$ cat config.mk
export PLATFORM = sky130hd
export DESIGN_NAME = spi_uart_regif
export DESIGN_NICKNAME = d
export VERILOG_FILES = /design/src/rtl/spi_regif_pkg.sv /design/src/rtl/spi_pin_sync.sv /design/src/rtl/spi_rx_shift.sv /design/src/rtl/spi_wmask.sv /design/src/rtl/spi_uart_regif.sv
export SDC_FILE = /design/constraint.sdc
export NUM_CORES = 1
export LEC_CHECK = 0
export BUFFER_PORTS_ARGS = -buffer_cell sky130_fd_sc_hd__buf_2
export CORE_UTILIZATION = 33
export CTS_CLUSTER_DIAMETER = 120
export CTS_CLUSTER_SIZE = 20
export DETAILED_ROUTE_END_ITERATION = 7
export PLACE_DENSITY = 0.59
export SLEW_MARGIN = 40
export SYNTH_ARGS = -nofsm -noshare
export SYNTH_HDL_FRONTEND = slang
export SYNTH_SLANG_ARGS = --single-unit
$ cat constraint.sdc
create_clock -name clk -period 3.9 [get_ports clk]
set_input_delay 0 -clock clk [delete_from_list [all_inputs] [get_ports clk]]
set_output_delay 0 -clock clk [all_outputs]
set_load 0.05 [all_outputs]
$ cat src/rtl/spi_regif_pkg.sv
package spi_regif_pkg;

    localparam int DATA_W = 8;
    localparam int ADDR_W = 4;
    localparam int CHF_W  = 2;

    // register addresses with port-level side effects or protection
    localparam logic [ADDR_W-1:0] ADDR_IER  = 4'h1;
    localparam logic [ADDR_W-1:0] ADDR_MCR  = 4'h4;
    localparam logic [ADDR_W-1:0] ADDR_MSR  = 4'h6;
    localparam logic [ADDR_W-1:0] ADDR_GPIO = 4'hB;

    // bits writable while enhanced features are disabled
    localparam logic [DATA_W-1:0] IER_OPEN_BITS = 8'h0F;
    localparam logic [DATA_W-1:0] MCR_OPEN_BITS = 8'h1B;

    typedef enum logic {
        PH_CMD  = 1'b0,
        PH_DATA = 1'b1
    } phase_e;

endpackage

$ cat src/rtl/spi_pin_sync.sv
module spi_pin_sync #(
    parameter int              W       = 3,
    parameter int              STAGES  = 2,
    parameter logic [W-1:0]    RST_VAL = '0
) (
    input  logic         clk,
    input  logic         rst_n,
    input  logic [W-1:0] pin_i,
    output logic [W-1:0] lvl_o,
    output logic [W-1:0] rise_o,
    output logic [W-1:0] fall_o
);

    typedef struct packed {
        logic [STAGES-1:0][W-1:0] pipe;
        logic [W-1:0]             last;
    } sync_t;

    sync_t sync_d, sync_q;

    always_comb begin
        sync_d         = sync_q;
        sync_d.pipe[0] = pin_i;
        for (int s = 1; s < STAGES; s++) begin
            sync_d.pipe[s] = sync_q.pipe[s-1];
        end
        sync_d.last = sync_q.pipe[STAGES-1];
    end

    always_ff @(posedge clk or negedge rst_n) begin
        if (!rst_n) sync_q <= {(STAGES+1){RST_VAL}};
        else        sync_q <= sync_d;
    end

    assign lvl_o = sync_q.pipe[STAGES-1];

    // per-pin edge detectors
    for (genvar b = 0; b < W; b++) begin : g_edge
        assign rise_o[b] =  lvl_o[b] & ~sync_q.last[b];
        assign fall_o[b] = ~lvl_o[b] &  sync_q.last[b];
    end

endmodule

$ cat src/rtl/spi_rx_shift.sv
module spi_rx_shift #(
    parameter int DW = 8
) (
    input  logic          clk,
    input  logic          rst_n,
    input  logic          clear_i,
    input  logic          sample_i,
    input  logic          bit_i,
    output logic          done_o,
    output logic [DW-1:0] byte_o
);

    localparam int CW = $clog2(DW);

    typedef struct packed {
        logic [CW-1:0] cnt;
        logic [DW-2:0] sh;
    } rx_t;

    rx_t rx_d, rx_q;

    always_comb begin
        rx_d   = rx_q;
        done_o = 1'b0;
        byte_o = {rx_q.sh, bit_i};
        if (clear_i) begin
            rx_d = '0;
        end else if (sample_i) begin
            rx_d.sh = {rx_q.sh[DW-3:0], bit_i};
            if (rx_q.cnt == CW'(DW-1)) begin
                done_o     = 1'b1;
                rx_d.cnt   = '0;
            end else begin
                rx_d.cnt = rx_q.cnt + 1'b1;
            end
        end
    end

    always_ff @(posedge clk or negedge rst_n) begin
        if (!rst_n) rx_q <= '0;
        else        rx_q <= rx_d;
    end

endmodule

$ cat src/rtl/spi_wmask.sv
module spi_wmask
    import spi_regif_pkg::*;
(
    input  logic [ADDR_W-1:0] addr_i,
    input  logic              enh_i,
    input  logic              div_i,
    output logic [DATA_W-1:0] mask_o
);

    always_comb begin
        mask_o = '1;
        if (!enh_i) begin
            unique case (addr_i)
                ADDR_IER: if (!div_i) mask_o = IER_OPEN_BITS;
                ADDR_MCR: mask_o = MCR_OPEN_BITS;
                default:  mask_o = '1;
            endcase
        end
    end

endmodule

$ cat src/rtl/spi_uart_regif.sv
module spi_uart_regif
    import spi_regif_pkg::*;
#(
    parameter int NCH         = 2,
    parameter int SYNC_STAGES = 2
) (
    input  logic              clk,
    input  logic              rst_n,
    input  logic              spi_sclk,
    input  logic              spi_cs_n,
    input  logic              spi_si,
    output logic              spi_so,
    output logic              spi_so_oe,
    output logic [3:0]        reg_addr,
    output logic [7:0]        reg_wdata,
    output logic [7:0]        reg_wmask,
    output logic [NCH-1:0]    reg_wr,
    output logic [NCH-1:0]    reg_rd,
    input  logic [NCH*8-1:0]  reg_rdata,
    input  logic [NCH-1:0]    enh_en,
    input  logic [NCH-1:0]    div_sel,
    output logic [NCH-1:0]    clr_modem_irq,
    output logic [NCH-1:0]    clr_gpio_irq
);

    localparam int PIN_SCLK = 0;
    localparam int PIN_CS   = 1;
    localparam int PIN_SI   = 2;
    localparam int NPIN     = 3;
    localparam logic [NPIN-1:0] PIN_RST = 3'b010;

    // ---------------- pin synchronisation ----------------
    logic [NPIN-1:0] pin_lvl, pin_rise, pin_fall;

    spi_pin_sync #(
        .W       (NPIN),
        .STAGES  (SYNC_STAGES),
        .RST_VAL (PIN_RST)
    ) i_sync (
        .clk    (clk),
        .rst_n  (rst_n),
        .pin_i  ({spi_si, spi_cs_n, spi_sclk}),
        .lvl_o  (pin_lvl),
        .rise_o (pin_rise),
        .fall_o (pin_fall)
    );

    logic cs_act, sclk_rise, sclk_fall;
    assign cs_act    = ~pin_lvl[PIN_CS];
    assign sclk_rise = pin_rise[PIN_SCLK];
    assign sclk_fall = pin_fall[PIN_SCLK];

    // ---------------- byte assembly ----------------
    logic             byte_done;
    logic [DATA_W-1:0] rx_byte;

    spi_rx_shift #(.DW(DATA_W)) i_rx (
        .clk      (clk),
        .rst_n    (rst_n),
        .clear_i  (~cs_act),
        .sample_i (sclk_rise),
        .bit_i    (pin_lvl[PIN_SI]),
        .done_o   (byte_done),
        .byte_o   (rx_byte)
    );

    // ---------------- frame state ----------------
    typedef struct packed {
        phase_e             phase;
        logic               is_rd;
        logic [ADDR_W-1:0]  addr;
        logic [CHF_W-1:0]   ch;
        logic [NCH-1:0]     wr;
        logic [NCH-1:0]     rd;
        logic [NCH-1:0]     clrm;
        logic [NCH-1:0]     clrg;
        logic [DATA_W-1:0]  wdata;
        logic [DATA_W-1:0]  wmask;
        logic [DATA_W-1:0]  tx;
        logic               so_bit;
    } fe_t;

    fe_t fe_d, fe_q;

    // per-channel selections for the latched channel field
    logic [DATA_W-1:0] rd_sel;
    logic              enh_s, div_s;

    always_comb begin
        rd_sel = '0;
        enh_s  = 1'b0;
        div_s  = 1'b0;
        for (int i = 0; i < NCH; i++) begin
            if (fe_q.ch == CHF_W'(i)) begin
                rd_sel = reg_rdata[i*DATA_W +: DATA_W];
                enh_s  = enh_en[i];
                div_s  = div_sel[i];
            end
        end
    end

    logic [DATA_W-1:0] wmask_w;

    spi_wmask i_wmask (
        .addr_i (fe_q.addr),
        .enh_i  (enh_s),
        .div_i  (div_s),
        .mask_o (wmask_w)
    );

    // access target: fresh command fields or the latched ones
    logic [ADDR_W-1:0] acc_addr;
    logic [CHF_W-1:0]  acc_ch;
    logic [NCH-1:0]    acc_oh;

    always_comb begin
        acc_addr = (fe_q.phase == PH_CMD) ? rx_byte[6:3] : fe_q.addr;
        acc_ch   = (fe_q.phase == PH_CMD) ? rx_byte[2:1] : fe_q.ch;
        acc_oh   = '0;
        for (int i = 0; i < NCH; i++) begin
            acc_oh[i] = (acc_ch == CHF_W'(i));
        end
    end

    always_comb begin
        fe_d      = fe_q;
        fe_d.wr   = '0;
        fe_d.rd   = '0;
        fe_d.clrm = '0;
        fe_d.clrg = '0;
        if (!cs_act) begin
            fe_d.phase  = PH_CMD;
            fe_d.tx     = '0;
            fe_d.so_bit = 1'b0;
        end else begin
            // fetched byte lands one cycle after the read strobe
            if (|fe_q.rd) fe_d.tx = rd_sel;
            if (byte_done) begin
                if (fe_q.phase == PH_CMD) begin
                    fe_d.phase = PH_DATA;
                    fe_d.is_rd = rx_byte[7];
                    fe_d.addr  = rx_byte[6:3];
                    fe_d.ch    = rx_byte[2:1];
                end
                if ((fe_q.phase == PH_CMD) ? rx_byte[7] : fe_q.is_rd) begin
                    fe_d.rd   = acc_oh;
                    fe_d.clrm = (acc_addr == ADDR_MSR)  ? acc_oh : '0;
                    fe_d.clrg = (acc_addr == ADDR_GPIO) ? acc_oh : '0;
                end else if (fe_q.phase == PH_DATA) begin
                    fe_d.wr    = acc_oh;
                    fe_d.wdata = rx_byte;
                    fe_d.wmask = wmask_w;
                end
            end
            if (sclk_fall) begin
                fe_d.so_bit = fe_d.tx[DATA_W-1];
                fe_d.tx     = {fe_d.tx[DATA_W-2:0], 1'b0};
            end
        end
    end

    always_ff @(posedge clk or negedge rst_n) begin
        if (!rst_n) begin
            fe_q       <= '0;
            fe_q.phase <= PH_CMD;
        end else begin
            fe_q <= fe_d;
        end
    end

    assign spi_so_oe     = cs_act;
    assign spi_so        = cs_act & fe_q.so_bit;
    assign reg_addr      = fe_q.addr;
    assign reg_wdata     = fe_q.wdata;
    assign reg_wmask     = fe_q.wmask;
    assign reg_wr        = fe_q.wr;
    assign reg_rd        = fe_q.rd;
    assign clr_modem_irq = fe_q.clrm;
    assign clr_gpio_irq  = fe_q.clrg;

endmodule

### Word level (Yosys, flattened, before mapping)

Index checks and enable logic that the tools add are counted.

* output and inout bits: 30
* bits of input ports: 25
* logic and storage cells: 73
* register bits: 58

* reductions and logical operators: 8
* $add $sub $neg: 1
* equal/unequal tests: 7
* muxes and demuxes: 32
* bitwise gates (word level): 8

Operators by type and width (count)
* $mux 8: 5
* $mux 16: 2
* $mux 32: 1
* $mux 24: 1
* $mux 10: 2
* $mux 9: 2
* $pmux 8 s2: 1
* $mux 2: 5
* $mux 1: 9
* $eq 4x3->1 const B: 2
* $mux 7: 1
* $mux 6: 1
* $reduce_bool 2->1: 3
* $not 1->1: 5
* $eq 2x1->1 const B: 2
* $eq 4x1->1 const B: 1
* $eq 4x4->1 const B: 1
* $logic_not 2->1: 2
* $mux 4: 1
* $reduce_and 4->1: 1
* $add 3x1->3 const B: 1
* $and 1x1->1: 3
* $eq 3x3->1 const B: 1
* $mux 3: 1
* other kinds (2): 2

### Depth between registers and ports, before layout

* depth in word-level cells: 10
* gate-level depth with buffers: 6

### Hierarchy

Synthesis repeated with hierarchy kept, for this count alone.

* cells, all modules: 242
* area, all modules: 2910.3 um^2

Modules (own cells, without submodules)
* spi_uart_regif: seq. area each 1026.0 um^2, instances 1, cells an instance 167, area an instance 2040.7 um^2
* spi_rx_shift: seq. area each 250.2 um^2, instances 1, cells an instance 45, area an instance 498.0 um^2
* spi_pin_sync: seq. area each 229.0 um^2, instances 1, cells an instance 18, area an instance 289.0 um^2
* spi_wmask: seq. area each 0.0 um^2, instances 1, cells an instance 12, area an instance 82.6 um^2

### Worst setup path after synthesis

OpenSTA, ideal clock, no wires.

* path type: reg-to-reg
* start point: register i_rx.rx_q[7] in the netlist's numbering
* end point: register fe_q, in the netlist reg_wdata[0]
* data arrival time: 1.542 ns
* path slack: 2.233 ns
* setup time: 0.125 ns
* clock period less this slack: 1.667 ns
* cell stages (with the launch flop): 7
* path through: dfrtp_1 ha_1 ha_1 and4bb_4 nand2_2 buf_6 mux2_4

* word-level cells in the longest chain between the ends: 5

RTL lines
* start, declared: line spi_rx_shift.sv:20 `rx_t rx_d, rx_q;`
* start signal, assigned: line spi_rx_shift.sv:41 `else rx_q <= rx_d;`
* $eq 3x3->1: line spi_rx_shift.sv:30 `if (rx_q.cnt == CW'(DW-1)) begin`
* $mux 1: line spi_rx_shift.sv:30
* $mux 1: line spi_rx_shift.sv:28 `end else if (sample_i) begin`
* $mux 1: line spi_rx_shift.sv:26 `if (clear_i) begin`
* $reduce_and 4->1 (no source line)
* end, declared: line spi_uart_regif.sv:83 `fe_t fe_d, fe_q;`

Every way passes these cells.
A chain may end at the register's enable or synchronous reset.

### Worst setup path in the final report

* start point: register i_rx.rx_q[7] in the netlist's numbering
* end point: register fe_q, in the netlist reg_wdata[7]

Same word-level chain as after synthesis.

==> impl.org <==
** Finish
- Compared with the post-synthesis result, the final layout area differs by 11.0%.
- Fill cells in the final layout number 740.
- Summing all flip-flop and latch instances after layout gives 1350 um^2.
- Nets :: 276
- The post-route netlist has 37.2% of its cells at a drive strength greater than 1.
- Summing all multi-input logic gate instances after layout gives 935 um^2.
- After routing the design area is 2850 um^2.
- Diodes inserted :: 0

** STA
- Portion of the clock cycle consumed by the worst path in the final layout :: 47.3%
- F_max :: 542 MHz
- Hold WS :: 109 ps
- Setup repair after global routing left no endpoint under its margin.
- The routed design could run at a clock period as short as 1840 ps.
- The count of pins over their slew limit is 0.
- On the final layout, the worst clock skew is 5.82 ps.
- Normalized max-slew margin :: 55.0%
- Count of endpoints failing hold in the final timing report :: 0
- For the pin with the worst max-slew slack, the measured transition is 675 ps.
- Final setup vio count :: 0
- In the final timing run, aggregate negative setup slack is 0 ps.

** Setup path
- Number of cells on the worst reg-to-reg path :: 5
- Required arrival time at the worst endpoint :: 4090 ps
- Across all register-to-register paths, the minimum setup slack is 2060 ps.
- At the worst endpoint, the arrival time is 2040 ps.
- Of all nets on the critical path, the largest fanout is 11.
- STA classifies the critical path endpoint as a flop.
- The critical path in this run is classified as reg -> reg.
- Kind of start point of the critical path :: flop

** Placed design
- After detailed placement, the total cell area comes to 2720 um^2.
- After legalization and detailed placement, the total HPWL measured 3.40 mm.
- Routability-driven placement finished with a final weighted congestion of 0.734.
- Buffers placed on the I/O ports in this run total 54.

** Logic synthesis
- Number of nets produced by synthesis :: 246
- A synthesized cell averages 11.7 um^2.
- XOR/XNOR share of the synthesized area :: 0.341%
- After synthesis, the largest area contributor takes up 50.7% of total cell area.
- In this run, distinct cell masters in the synthesized netlist total 44.
- Top post-synthesis cells by area :: dfrtp_1 (51%), buf_4 (8.2%), mux2_2 (7.0%)
- By area, the combinational part of the netlist is dominated by multiplexers.
- The largest total area in the synthesized netlist belongs to dfrtp_1.
- The synthesized netlist devotes 11.1% of its cell area to compound gates.
- Summing the areas of all and, or, nand and nor instances in the mapped netlist gives 11.7% of the synthesized area.
- Among all flip-flop cells after synthesis, the most frequent one is dfrtp_1.
- Register area share after synthesis :: 52.8%
- By count the netlist is led by dfrtp_1 (52), buf_4 (28), nand2_1 (18).
- Share of synthesized flip-flops with an asynchronous set or reset :: 100%
- During synthesis, Yosys emitted a total of 0 warnings.
- Counting flops with a built-in enable in the synthesized netlist gives 0.
- Count of state elements after synthesis :: 54
- Of the post-synthesis cell area, the part taken by muxes is 12.4%.
- In the post-synthesis netlist, the cell with the most instances is dfrtp_1.
- In this run the cell area of the synthesized design comes to 2560 um^2.
- Synthesis produced 219 cells.
- The synthesized netlist devotes 0.976% of its cell area to adder and majority cells.

** GRT
- Number of global-route vias before repair :: 1709
- Across every metal layer, demand over resource in global routing totals 13.0%.
- Maximum number of pins on one net before global-route repair :: 55
- Initial antenna violation count :: 0
- The first global-routing pass estimated 8.42 mm of wire.
- Summed over all layers, the global routing overflow is 0.

** Clock tree
- Clk Tree Root Cell :: clkbuf_8
- Clock-pin slew on the worst setup and hold paths :: 90 ps
- Clock insertion delay at the later pin of the skew report :: 300 ps
- Depth of the CTS H-tree :: 2
- Clock sinks :: 54
- TritonCTS Buffers :: 5
- TritonCTS built the clock tree.
- The longest clock path from root to sink contains 2 buffers.
- Gates resized during post-CTS repair numbered 0.

** Pwr
- Power density over the cells :: 329 nW/um^2
- Worst IR drop on VDD :: 117 uV
- For this design the static power due to leakage is 1.35 nW.
- Overall power consumption after layout is estimated at 937 uW.

** Worst hold path
- Path category of the worst min-delay check :: in -> reg
- Counting instances, the worst hold path has a depth of 4.

** Run status
- Status :: finished, final reports clean

** Route
- Number of DRC markers in iteration 0 :: 70
- Dividing the detail-routed wire length by the instance count gives 13.9 um.
- DRC violation count after routing :: 0
- Number of vias after detailed routing :: 1678
- Wires add up to 4.87 mm.
- In the routed layout, each cell is associated on average with a via count of 4.81.
- Post-route ant nets :: 0
- Detailed-router iteration count before antenna repair :: 4

** Floorplan
- Placeable core region :: 7370 um^2
- After floorplanning, the core was divided into 31 placement rows.
- In this run the vertical extent of the chip is 90.2 um.
- The initial utilization of the core area, before any placement, comes to 34.8%.
- The die is 90.2 um wide.
- Die Footprint :: 8130 um^2
- I/O pins :: 55

** Run
- Max-cap violations :: 0
## area by class of cell
class	count	share of cell area [%]
Tap cell	99	4.35
Multi-Input combinational cell	122	32.8
Timing Repair Buffer	59	11.2
Clock buffer	7	3.03
Sequential cell	54	47.5
Clock inverter	1	0.176
Inverter	7	0.923
## registers in the layout (all words and copies together) (netlist names)
| name | flops |
|---|---|
| fe_q | 13 |
| reg_wdata | 8 |
| i_rx.byte_o | 7 |
| reg_addr | 4 |
| reg_wmask | 4 |
| i_rx.rx_q | 3 |
| i_sync.lvl_o | 3 |
| i_sync.sync_d | 3 |
| clr_gpio_irq | 2 |
| clr_modem_irq | 2 |
| reg_rd | 2 |
| reg_wr | 2 |
| i_sync.sync_q | 1 |
## power by group
| part | switching, mW | internal (mW) |
|---|---|---|
| Combinational | 0.0266 | 0.0209 |
| Sequential | 0.00718 | 0.566 |
| Clock | 0.173 | 0.144 |
| Total | 0.207 | 0.730 |
## worst max-delay path, stage by stage (launching register included)
cell	delay, ps
dfrtp_1	410
ha_1	210
ha_1	260
and4bb_4	250
nand2_2	260
mux2_1	350
## through the flow
stage	setup WS, ps	std cells	utilization (%)
after global placement	2110	337	36.9
after floorplan	2230	219	-
final	2060	349	38.6
after global routing	1980	349	38.6
after detailed placement	2050	337	36.9
after CTS	2040	349	38.6
## routing by layer
metal	share of wire (%)	global-route usage (%)
met1	48	17.3
met2	46	20.4
met3	4.2	3.05
met4	1.5	4.84
met5	0	0
## layout by cell type, fill, tap and decap left out, types with 2 or more instances in the layout
cell type       n
mux2_1          2
nand2b_1        3
a211oi_1        2
nor2b_1         3
buf_2          54
nor3_1          2
nand2_1        18
nand3b_1        3
dlygate4sd3_1   4
a22oi_1         9
a31oi_1         3
o22ai_1         9
mux2_2         16
dfrtp_1        52
clkbuf_8        6
a21oi_1        14
nand3_1         2
mux2_4          7
ha_1            2
inv_1           7
o21ai_0         2
dfstp_2         2
nor2_1          6
## worst paths after layout
kind | from | end
max | i_rx.rx_q[7] | reg_wdata[7]
min | reg_rdata[0] | fe_q[1]
max reg2reg | i_rx.rx_q[7] | reg_wdata[7]
min reg2reg | i_sync.sync_d[8] | i_sync.lvl_o[2]
min in group asynchronous | rst_n | reg_wmask[6]
max in group asynchronous | rst_n | reg_wdata[7]
## logic make-up (layout without fill, tap and decap cells)
family | Yosys count | after routing
xor+xnor | 1 | 1
simple gates | 49 | 49
compound gates | 44 | 44
buf+inv | 43 | 74
mux | 26 | 26
fa+ha+maj | 2 | 2
flops | 54 | 54
## repair_timing
item | 4_1_cts | 5_1_grt
hold buffers | 4 | 0
setup buffers | 0 | 0
setup endpoints to repair | 0 | 0
endpoints found under the hold margin | 55 | 0
No activity file was read; power rests on OpenSTA's default activity.
